[src/rtl/clcg_bitgen.sv]
module clcg_bitgen #(
  parameter int W    = 32,
  parameter int SH0  = 3,
  parameter int SH1  = 5,
  parameter int SH2  = 7,
  parameter int SH3  = 9,
  parameter int INC0 = 32'h1234_5679,
  parameter int INC1 = 32'h0abc_de01,
  parameter int INC2 = 32'h3141_5927,
  parameter int INC3 = 32'h2718_2819
) (
  input  logic         clk,
  input  logic         rst,
  input  logic [W-1:0] seed0,
  input  logic [W-1:0] seed1,
  input  logic [W-1:0] seed2,
  input  logic [W-1:0] seed3,
  output logic         bit_out
);

  localparam int NU = 4;
  localparam int SH_A  [NU] = '{SH0, SH1, SH2, SH3};
  localparam int INC_A [NU] = '{INC0, INC1, INC2, INC3};

  logic [W-1:0] seed_v [NU];
  logic [W-1:0] st     [NU];
  logic [W-1:0] nx     [NU];
  logic         b_gt, c_gt;

  assign seed_v[0] = seed0;
  assign seed_v[1] = seed1;
  assign seed_v[2] = seed2;
  assign seed_v[3] = seed3;

  for (genvar k = 0; k < NU; k++) begin : g_unit
    localparam logic [W-1:0] INC_W = W'(INC_A[k]);
    localparam logic [1:0]   INC_L = INC_W[1:0];

    initial begin
      param_chk: assert ((INC_A[k] % 2 != 0) && SH_A[k] >= 2 && SH_A[k] < W)
        else $error("unit %0d: increment must be odd and shift in [2, W-1]", k);
    end

    assign nx[k] = (st[k] << SH_A[k]) + st[k] + INC_W;

    always_ff @(posedge clk) begin
      if (rst) st[k] <= seed_v[k];
      else     st[k] <= nx[k];
    end


    seed_load_chk: assert property (@(posedge clk) rst |=> (st[k] == $past(seed_v[k])));

    lsb_toggle_chk: assert property (@(posedge clk) disable iff (rst)
      !rst |=> (st[k][0] != $past(st[k][0])));

    low_pair_chk: assert property (@(posedge clk) disable iff (rst)
      !rst |=> (st[k][1:0] == $past(st[k][1:0]) + INC_L));
  end

  assign b_gt = nx[0] > nx[1];
  assign c_gt = nx[2] > nx[3];

  always_ff @(posedge clk) begin
    if (rst) bit_out <= 1'b0;
    else     bit_out <= b_gt ^ c_gt;
  end


  reset_zero_chk: assert property (@(posedge clk) rst |=> !bit_out);

endmodule

[config.mk]
export PLATFORM = sky130hd
export DESIGN_NAME = clcg_bitgen
export DESIGN_NICKNAME = d
export VERILOG_FILES = /design/src/rtl/clcg_bitgen.sv
export SDC_FILE = /design/constraint.sdc
export NUM_CORES = 1
export LEC_CHECK = 0
export BUFFER_PORTS_ARGS = -buffer_cell sky130_fd_sc_hd__buf_2
export CAP_MARGIN = 20
export CORE_MARGIN = 2
export CORE_UTILIZATION = 62
export DETAILED_ROUTE_END_ITERATION = 12
export PLACE_DENSITY = 0.83
export RECOVER_POWER = 100
export SLEW_MARGIN = 20
export SYNTH_ARGS = -nofsm -noshare
export SYNTH_HDL_FRONTEND = slang
export SYNTH_SLANG_ARGS = --single-unit
[constraint.sdc]
create_clock -name clk -period 5.4 [get_ports clk]
set_clock_uncertainty 0.15 [all_clocks]
set_input_delay 1.08 -clock clk [delete_from_list [all_inputs] [get_ports clk]]
set_output_delay 1.08 -clock clk [all_outputs]
set_load 0.02 [all_outputs]
==> results.json, run 1 <==
{
  "clock_insertion_delay_worst_skew_ns": 0.44,
  "clock.fmax_ghz": 0.196,
  "htreeDepth": 4,
  "drtIter0Drc": 892,
  "cts_root_buf": "clkbuf_16",
  "detail_route.wl_per_cell_um": 17.9,
  "rsz0062_at_grt": "no",
  "hold_violations": 0,
  "antenna_found_initial": 0,
  "clock_sink_count": 129,
  "timing.max_cap.violations": 3,
  "synth_cell_types": 86,
  "syn_to_final_growth_pct": 10.6,
  "cts_setup_buffers": 0,
  "postSynth.topFlopCell": "dfxtp_1",
  "post_synth_edffs": 0,
  "endpoint_kind": "flop",
  "timing.setup.tns_ns": 0,
  "worst_hold_path_type": "flop to flop",
  "place.gp.congestion": 0.977,
  "final_worst_path_period_need_ns": 5.09,
  "port_buffers": 130,
  "grt_pass1_vias": 12593,
  "n_fill_cell": 1813,
  "status": "complete, but fails checks",
  "postSynthAreaPerCell_um2": 7.92,
  "timing.final.crit_share": 0.943,
  "design.die.area_um2": 23500,
  "route.detailed.vias_per_inst": 6.06,
  "cts-resized-gates": 0,
  "grt_max_degree": 97,
  "worst-endpoint-required_ns": 5.53,
  "rows": 54,
  "synth-warning-count": 0,
  "routed-via-count": 12952,
  "die_w_um": 153,
  "setup.worst_path.start_class": "flop",
  "failed_checks": "capacitance limit, slew limit",
  "critical_path.max_fanout": 6,
  "core-area_um2": 21800,
  "die_y_um": 153,
  "postSynthCellCount": 1743,
  "ff2ff_setup_slack_ns": 0.31,
  "number_of_nets_in_the_synthesized_netlist": 2148,
  "worst-endpoint-arrival_ns": 5.23,
  "worst_pin_slew_ns": 2.37,
  "netlist_area_um2": 13800,
  "timing.max_slew.rel_slack": -0.581,
  "tritoncts": "built",
  "drive_gt1_frac": 0.125,
  "post-dp-hpwl_um": 30700,
  "count_of_pins_on_the_block_boundary": 131,
  "ys_async_sr_fraction": 0,
  "antenna_left": 0,
  "drt_pass1_iterations": 7,
  "global_route.overflow_total": 0,
  "antenna_cells_inserted": 0,
  "synth-seq-area-share": 0.187,
  "initial_core_util": 0.632,
  "final-setup-viol-count": 0,
  "post-route-drc-count": 0,
  "layout.core_utilization": 0.700,
  "timing.setup.critical_path_class": "flop to flop",
  "worst_setup_hold_path_clk_slew_ns": 0.06,
  "tritoncts_buffers": 17,
  "max-clock-path-buffers": 2,
  "holdBufCountCts": 0,
  "ys_ff_latch": 129,
  "grt_util_all_layers": 0.323,
  "drt_wl_total_um": 38300,
  "nNetsFinal": 2251,
  "fin_max_slew_vios": 144,
  "grt_pass1_wl_um": 62200
}
==> worst max-delay path, cell delays in order (launching register included) <==
cell	delay (ns)
dfxtp_1	0.33
inv_1	0.09
ha_1	0.29
inv_1	0.04
ha_1	0.36
o21a_1	0.14
o21ai_0	0.12
or2_2	0.33
o21ai_0	0.63
a21oi_1	0.31
xor2_1	0.33
ha_1	0.30
and4_1	0.22
a221o_1	0.33
a2111o_1	0.44
a22oi_1	0.32
xnor2_1	0.16
nor2_1	0.05
==> cell usage in the layout (no fill, tap or decap), types with 6 or more instances in the layout <==
cell	n
or2_2	7
clkbuf_16	17
a211oi_1	14
and3_1	15
nand2_1	176
a31oi_1	12
and4_1	7
o211ai_1	10
and2_1	12
xnor2_1	66
o22ai_1	6
dfxtp_1	129
a21oi_1	137
nand4_1	25
o21bai_1	14
a21o_1	73
ha_1	274
o21a_1	15
xor2_1	46
nor2b_1	13
inv_1	207
nor2_1	92
nor3_1	25
o21ai_0	112
o31ai_1	15
nand2b_1	6
mux2_2	35
a221oi_1	11
nand3_1	28
buf_2	128
==> through the flow <==
stage	hold slack (ns)	cells	setup WS (ns)	cell area (um2)
floorplan	0.310	1743	1.08	13800
global placement	0.343	2107	0.672	14600
detailed placement	0.348	2107	0.537	14600
CTS	0.362	2139	0.469	15300
global route	0.393	2139	0.0855	15300
finish	0.355	2139	0.306	15300
==> per-layer routing <==
metal / share of wire / GRT usage / vias to the layer above
met5: 0 / 0 / -
met4: 0.022 / 0.0847 / 0
met3: 0.070 / 0.0587 / 74
met2: 0.44 / 0.520 / 448
met1: 0.47 / 0.447 / 6026
li1: - / - / 6404
==> registers in the layout, summed over array words and instances, names as in the netlist <==
| name | count |
|---|---|
| bit_out | 1 |
| st | 128 |
==> path summary, 6_finish.rpt <==
path	startpoint	endpoint	depth (start not counted)
worst min register to register	st[0][0]	st[0][0]	1
worst max register to register	st[3][4]	bit_out	17
worst max-delay path	st[3][4]	bit_out	17
worst min-delay path	st[0][0]	st[0][0]	1
==> area by class of cell <==
cell class,count,area (um2),area share
Clock buffer,20,457,0.0299
Clock inverter,12,205,0.0134
Inverter,208,782,0.0512
Multi-Input combinational cell,1355,10200,0.669
Sequential cell,129,2580,0.169
Tap cell,280,350,0.0229
Timing Repair Buffer,135,678,0.0444
==> cells by family after synthesis <==
group | count (synthesis) | share of synthesized area
compound gates | 493 | 0.239
xor+xnor | 113 | 0.0723
fa+ha+maj | 275 | 0.250
buf+inv | 259 | 0.0714
flops | 129 | 0.187
mux | 38 | 0.0312
simple gates | 436 | 0.149
==> cells in the mapped netlist, types with 25 or more instances <==
library cell,number,area share
a21oi_1,137,0.050
nand2_1,176,0.048
dfxtp_1,129,0.19
xnor2_1,66,0.042
mux2_2,36,0.029
a21o_1,73,0.040
inv_1,207,0.056
nor3_1,25,0.0091
nand4_1,25,0.011
o21ai_0,110,0.040
ha_1,274,0.25
nor2_1,92,0.025
clkbuf_1,42,0.011
xor2_1,46,0.029
nand3_1,28,0.010
Power of run 1 is left out: the tool's default activity adds up to more than one toggle a clock period on the data nets, which glitch-free logic cannot reach.
==> inputs of run 2 (changes only) <==
--- a/config.mk
+++ b/config.mk
@@ -7,10 +7,12 @@
 export LEC_CHECK = 0
 export BUFFER_PORTS_ARGS = -buffer_cell sky130_fd_sc_hd__buf_2
 export CAP_MARGIN = 20
+export CELL_PAD_IN_SITES_DETAIL_PLACEMENT = 1
+export CELL_PAD_IN_SITES_GLOBAL_PLACEMENT = 1
 export CORE_MARGIN = 2
-export CORE_UTILIZATION = 62
+export CORE_UTILIZATION = 46
 export DETAILED_ROUTE_END_ITERATION = 12
-export PLACE_DENSITY = 0.83
+export PLACE_DENSITY = 0.82
 export RECOVER_POWER = 100
 export SLEW_MARGIN = 20
 export SYNTH_ARGS = -nofsm -noshare
==> results.json, run 2 (synthesized netlist as in run 1, its figures left out) <==
{
  "tritoncts": "built",
  "endpoint_kind": "flop",
  "count_of_pins_on_the_block_boundary": 131,
  "clock.fmax_ghz": 0.194,
  "post-dp-hpwl_um": 35400,
  "ff2ff_setup_slack_ns": 0.25,
  "timing.setup.tns_ns": 0,
  "port_buffers": 130,
  "worst_path_largest_cell_delay_ns": 0.61,
  "timing.max_slew.rel_slack": -0.547,
  "route.detailed.vias_per_inst": 5.85,
  "rsz0062_at_grt": "no",
  "die_w_um": 177,
  "worst-r2r-cell-count": 18,
  "grt_max_degree": 100,
  "status": "complete, but fails checks",
  "worst-endpoint-required_ns": 5.57,
  "hold_violations": 0,
  "cell_family_contributing_the_most_delay_on_the_critical_path": "compound AO/OA/AOI/OAI gates",
  "largest-register": "st",
  "clock_sink_count": 129,
  "worst_path_max_delay_cell": "o311ai_0",
  "cts_setup_buffers": 0,
  "max-clock-path-buffers": 2,
  "layout_common_cells": "274 x ha_1, 207 x inv_1, 176 x nand2_1",
  "grt_util_all_layers": 0.289,
  "layout_commonest_cell": "ha_1",
  "post-route-drc-count": 0,
  "die_y_um": 177,
  "worst_hold_path_type": "flop to flop",
  "antenna_left": 0,
  "grt_pass1_vias": 13774,
  "drive_gt1_frac": 0.130,
  "timing.final.crit_share": 0.953,
  "worst_pin_slew_ns": 2.32,
  "worst-endpoint-arrival_ns": 5.32,
  "worst_setup_hold_path_clk_slew_ns": 0.06,
  "holdBufCountCts": 0,
  "grt_pass1_wl_um": 71500,
  "top_regs": "st (128), bit_out (1)",
  "critical_path_buf_inv_count": 2,
  "largest_reg_flops": 128,
  "rows": 63,
  "drt_pass1_iterations": 5,
  "antenna_found_initial": 1,
  "htreeDepth": 4,
  "timing.setup.critical_path_class": "flop to flop",
  "worst_r2r_startpoint": "st[0][12]",
  "failed_checks": "capacitance limit, slew limit",
  "core-area_um2": 29600,
  "nNetsFinal": 2253,
  "initial_core_util": 0.467,
  "final_worst_path_period_need_ns": 5.15,
  "min-delay-start": "st[0][0]",
  "clock_insertion_delay_worst_skew_ns": 0.45,
  "drt_wl_total_um": 44600,
  "path_common_cell": "ha_1",
  "tritoncts_buffers": 17,
  "syn_to_final_growth_pct": 12.2,
  "hold-path-endpoint": "st[0][0]",
  "place.gp.congestion": 0.924,
  "routed-via-count": 13168,
  "final-setup-viol-count": 0,
  "n_fill_cell": 3696,
  "whs_path_depth": 1,
  "global_route.overflow_total": 0,
  "setup.worst_path.start_class": "flop",
  "critical_path.cell_chain": "inv_1, ha_1, inv_1, ha_1, nand2_1, o21ai_0, a221o_2, a41oi_4, a2111oi_4, nor2_1, xor2_1, ha_1, and4_1, nand4_1, o311ai_0, a21oi_1, xnor2_1, nor2_1",
  "timing.max_cap.violations": 1,
  "drtIter0Drc": 698,
  "cts-resized-gates": 0,
  "fin_max_slew_vios": 56,
  "design.die.area_um2": 31400,
  "detail_route.wl_per_cell_um": 19.8,
  "rr_endpoint": "bit_out",
  "critical_path.max_fanout": 7,
  "cts_root_buf": "clkbuf_16"
}
[run 2: cell types whose count changed in the layout (fill, tap and decap cells not counted), sizes merged]
| cell | change |
|---|---|
| buf | +2 |
| clkbuf | -1 |
| clkinvlp | +1 |
| diode | +1 |
[run 2: layout make-up]
type                            count  area (um2)  area share
Multi-Input combinational cell   1355       10300       0.663
Sequential cell                   129        2580       0.167
Inverter                          208         782      0.0505
Timing Repair Buffer              137         708      0.0458
Tap cell                          390         488      0.0315
Clock buffer                       19         443      0.0286
Clock inverter                     13         209      0.0135
Antenna cell                        1        2.50    0.000162
[run 2: routing by layer]
| layer | routed length (um) | up-vias | share of wire | GRT usage |
|---|---|---|---|---|
| met5 | 0 | - | 0 | 0 |
| met4 | 1280 | 0 | 0.029 | 0.0964 |
| met3 | 1870 | 82 | 0.042 | 0.0507 |
| met2 | 21000 | 288 | 0.47 | 0.492 |
| met1 | 20500 | 6382 | 0.46 | 0.367 |
| li1 | - | 6416 | - | - |
[run 2: stage by stage]
step / instance area (um2) / utilization / instances / setup WS [ns] / hold slack, ns
finish: 15500 / 0.524 / 2252 / 0.251 / 0.362
CTS: 15500 / 0.523 / 2251 / 0.187 / 0.371
global placement: 14800 / 0.501 / 2219 / 0.354 / 0.348
detailed placement: 14800 / 0.501 / 2219 / 0.251 / 0.361
global route: 15500 / 0.524 / 2251 / 0.0388 / 0.404
floorplan: 13800 / - / 1743 / 1.08 / 0.310
[run 2: worst max-delay path by stage]
stage	from	to	slack (ns)	cells after the start
2_1_floorplan	st[2][4]	bit_out	1.08	20
3_3_place_gp	st[0][4]	bit_out	0.35	18
3_5_place_dp	st[0][1]	bit_out	0.25	18
4_1_cts	st[0][15]	bit_out	0.19	18
5_1_grt	st[0][12]	bit_out	0.04	18
6_report	st[0][12]	bit_out	0.25	18
Power of run 2 is left out for the same reason.
==> inputs of run 3 (changes only) <==
--- a/config.mk
+++ b/config.mk
@@ -10,9 +10,9 @@
 export CELL_PAD_IN_SITES_DETAIL_PLACEMENT = 1
 export CELL_PAD_IN_SITES_GLOBAL_PLACEMENT = 1
 export CORE_MARGIN = 2
-export CORE_UTILIZATION = 46
+export CORE_UTILIZATION = 42
 export DETAILED_ROUTE_END_ITERATION = 12
-export PLACE_DENSITY = 0.82
+export PLACE_DENSITY = 0.79
 export RECOVER_POWER = 100
 export SLEW_MARGIN = 20
 export SYNTH_ARGS = -nofsm -noshare
==> constraint.sdc (replaced) <==
create_clock -name clk -period 4.51 [get_ports clk]
set_clock_uncertainty 0.15 [all_clocks]
set_input_delay 0.902 -clock clk [delete_from_list [all_inputs] [get_ports clk]]
set_output_delay 0.902 -clock clk [all_outputs]
set_load 0.02 [all_outputs]
==> results.json, run 3 (synthesized netlist as in run 1, its figures left out) <==
{
  "preCtsSetupSlack_ns": -0.427,
  "n_fill_cell": 3984,
  "timing.max_cap.violations": 2,
  "status": "complete, but fails checks",
  "postPlaceCellArea_um2": 15800,
  "top_regs": "st (128), bit_out (1)",
  "worst_hold_path_type": "flop to flop",
  "die_y_um": 185,
  "fin_max_slew_vios": 127,
  "worst_path_max_delay_cell": "or3b_4",
  "hold_violations": 0,
  "grt_pass1_vias": 14334,
  "final-setup-viol-count": 0,
  "antenna_left": 0,
  "grt_util_all_layers": 0.275,
  "failed_checks": "capacitance limit, slew limit",
  "htreeDepth": 4,
  "die_w_um": 185,
  "final_worst_path_period_need_ns": 4.48,
  "critical_path.max_fanout": 6,
  "cell_family_contributing_the_most_delay_on_the_critical_path": "compound AO/OA/AOI/OAI gates",
  "final_cell_area_um2": 17200,
  "count_of_pins_on_the_block_boundary": 131,
  "clock.fmax_ghz": 0.223,
  "initial_core_util": 0.425,
  "tritoncts": "built",
  "worst_setup_path_startpoint": "st[0][6]",
  "drt_pass1_iterations": 5,
  "layout.core_utilization": 0.529,
  "area_of_combinational_cells_with_multiple_inputs_um2": 10800,
  "min-delay-start": "st[0][0]",
  "critical_path.cell_chain": "inv_2, ha_1, inv_1, ha_2, a21oi_1, or3b_4, o221ai_4, a41oi_4, o21bai_2, nand3_1, and2_1, ha_1, a21o_1, a21o_1, a21oi_4, o311ai_4, a21oi_2, xnor2_1, nor2_1",
  "endpoint_kind": "flop",
  "worst_pin_slew_ns": 2.80,
  "worst-endpoint-required_ns": 4.67,
  "design.die.area_um2": 34300,
  "antenna_found_initial": 0,
  "cts_root_buf": "clkbuf_16",
  "rsz0062_at_grt": "yes",
  "timing.setup.critical_path_class": "flop to flop",
  "largest-register": "st",
  "grt_pass1_wl_um": 74300,
  "detail_route.wl_per_cell_um": 19.6,
  "post-dp-hpwl_um": 36800,
  "post-route-drc-count": 0,
  "timing.max_slew.rel_slack": -0.865,
  "largest_reg_flops": 128,
  "rows": 66,
  "critical_path_buf_inv_count": 2,
  "nNetsFinal": 2404,
  "drt_wl_total_um": 48000,
  "routed-via-count": 13856,
  "syn_to_final_growth_pct": 24.4,
  "layout_common_cells": "260 x ha_1, 200 x inv_1, 176 x nand2_1",
  "global_route.overflow_total": 0,
  "timing.final.crit_share": 0.993,
  "max-clock-path-buffers": 2,
  "worst_setup_hold_path_clk_slew_ns": 0.06,
  "layout_setup_ws_ns": 0.0318,
  "drive_gt1_frac": 0.236,
  "clock_sink_count": 129,
  "grt_max_degree": 83,
  "core-area_um2": 32500,
  "worst_r2r_startpoint": "st[0][6]",
  "route.detailed.vias_per_inst": 5.65,
  "drtIter0Drc": 697,
  "setup.worst_path.start_class": "flop",
  "layout_commonest_cell": "ha_1",
  "port_buffers": 130,
  "place.gp.congestion": 0.900,
  "seq_area_um2": 2590,
  "clock_insertion_delay_worst_skew_ns": 0.44,
  "worst-endpoint-arrival_ns": 4.64,
  "antenna_cells_inserted": 0,
  "tritoncts_buffers": 17,
  "worst_path_largest_cell_delay_ns": 0.43
}
run 3: final cells by class:
| class | count | area share |
|---|---|---|
| flip-flops and latches | 129 | 0.151 |
| clock inverters | 6 | 0.00488 |
| clock buffers | 23 | 0.0273 |
| well taps | 442 | 0.0322 |
| multi-input cells | 1355 | 0.632 |
| inverters | 208 | 0.0456 |
| repair buffers | 288 | 0.107 |
run 3: per-stage QoR:
stage	std cells	hold slack [ns]	setup TNS, ns
floorplan	1743	0.310	0
global placement	2401	0.348	-0.352
detailed placement	2401	0.362	-0.427
CTS	2437	0.375	0
global route	2451	0.360	-0.134
finish	2451	0.327	0
run 3: worst register-to-register path, cell delays in order (launching register included):
cell	delay, ns
dfxtp_2	0.33
inv_2	0.05
ha_1	0.30
inv_1	0.07
ha_2	0.32
a21oi_1	0.20
or3b_4	0.43
o221ai_4	0.26
a41oi_4	0.22
o21bai_2	0.23
nand3_1	0.14
and2_1	0.20
ha_1	0.33
a21o_1	0.18
a21o_1	0.20
a21oi_4	0.16
o311ai_4	0.13
a21oi_2	0.23
xnor2_1	0.14
nor2_1	0.05
run 3: final timing paths:
check | end | slack [ns] | cells past startpoint
worst max-delay path | bit_out | 0.03 | 19
worst min-delay path | st[0][0] | 0.33 | 1
worst max register to register | bit_out | 0.03 | 19
worst min register to register | st[0][0] | 0.33 | 1
run 3: timing repair:
item                       CTS  global route
hold buffers                 0             0
resized for setup           48            86
pin swaps                   15            36
setup buffers                7            13
setup endpoints to repair    1             1
run 3: layer usage:
| layer | vias up | share of wire | GRT usage |
|---|---|---|---|
| met5 | - | 0 | 0 |
| li1 | 6704 | - | - |
| met3 | 85 | 0.032 | 0.0378 |
| met4 | 0 | 0.027 | 0.0787 |
| met2 | 275 | 0.49 | 0.490 |
| met1 | 6792 | 0.45 | 0.343 |
Power of run 3 is left out for the same reason.
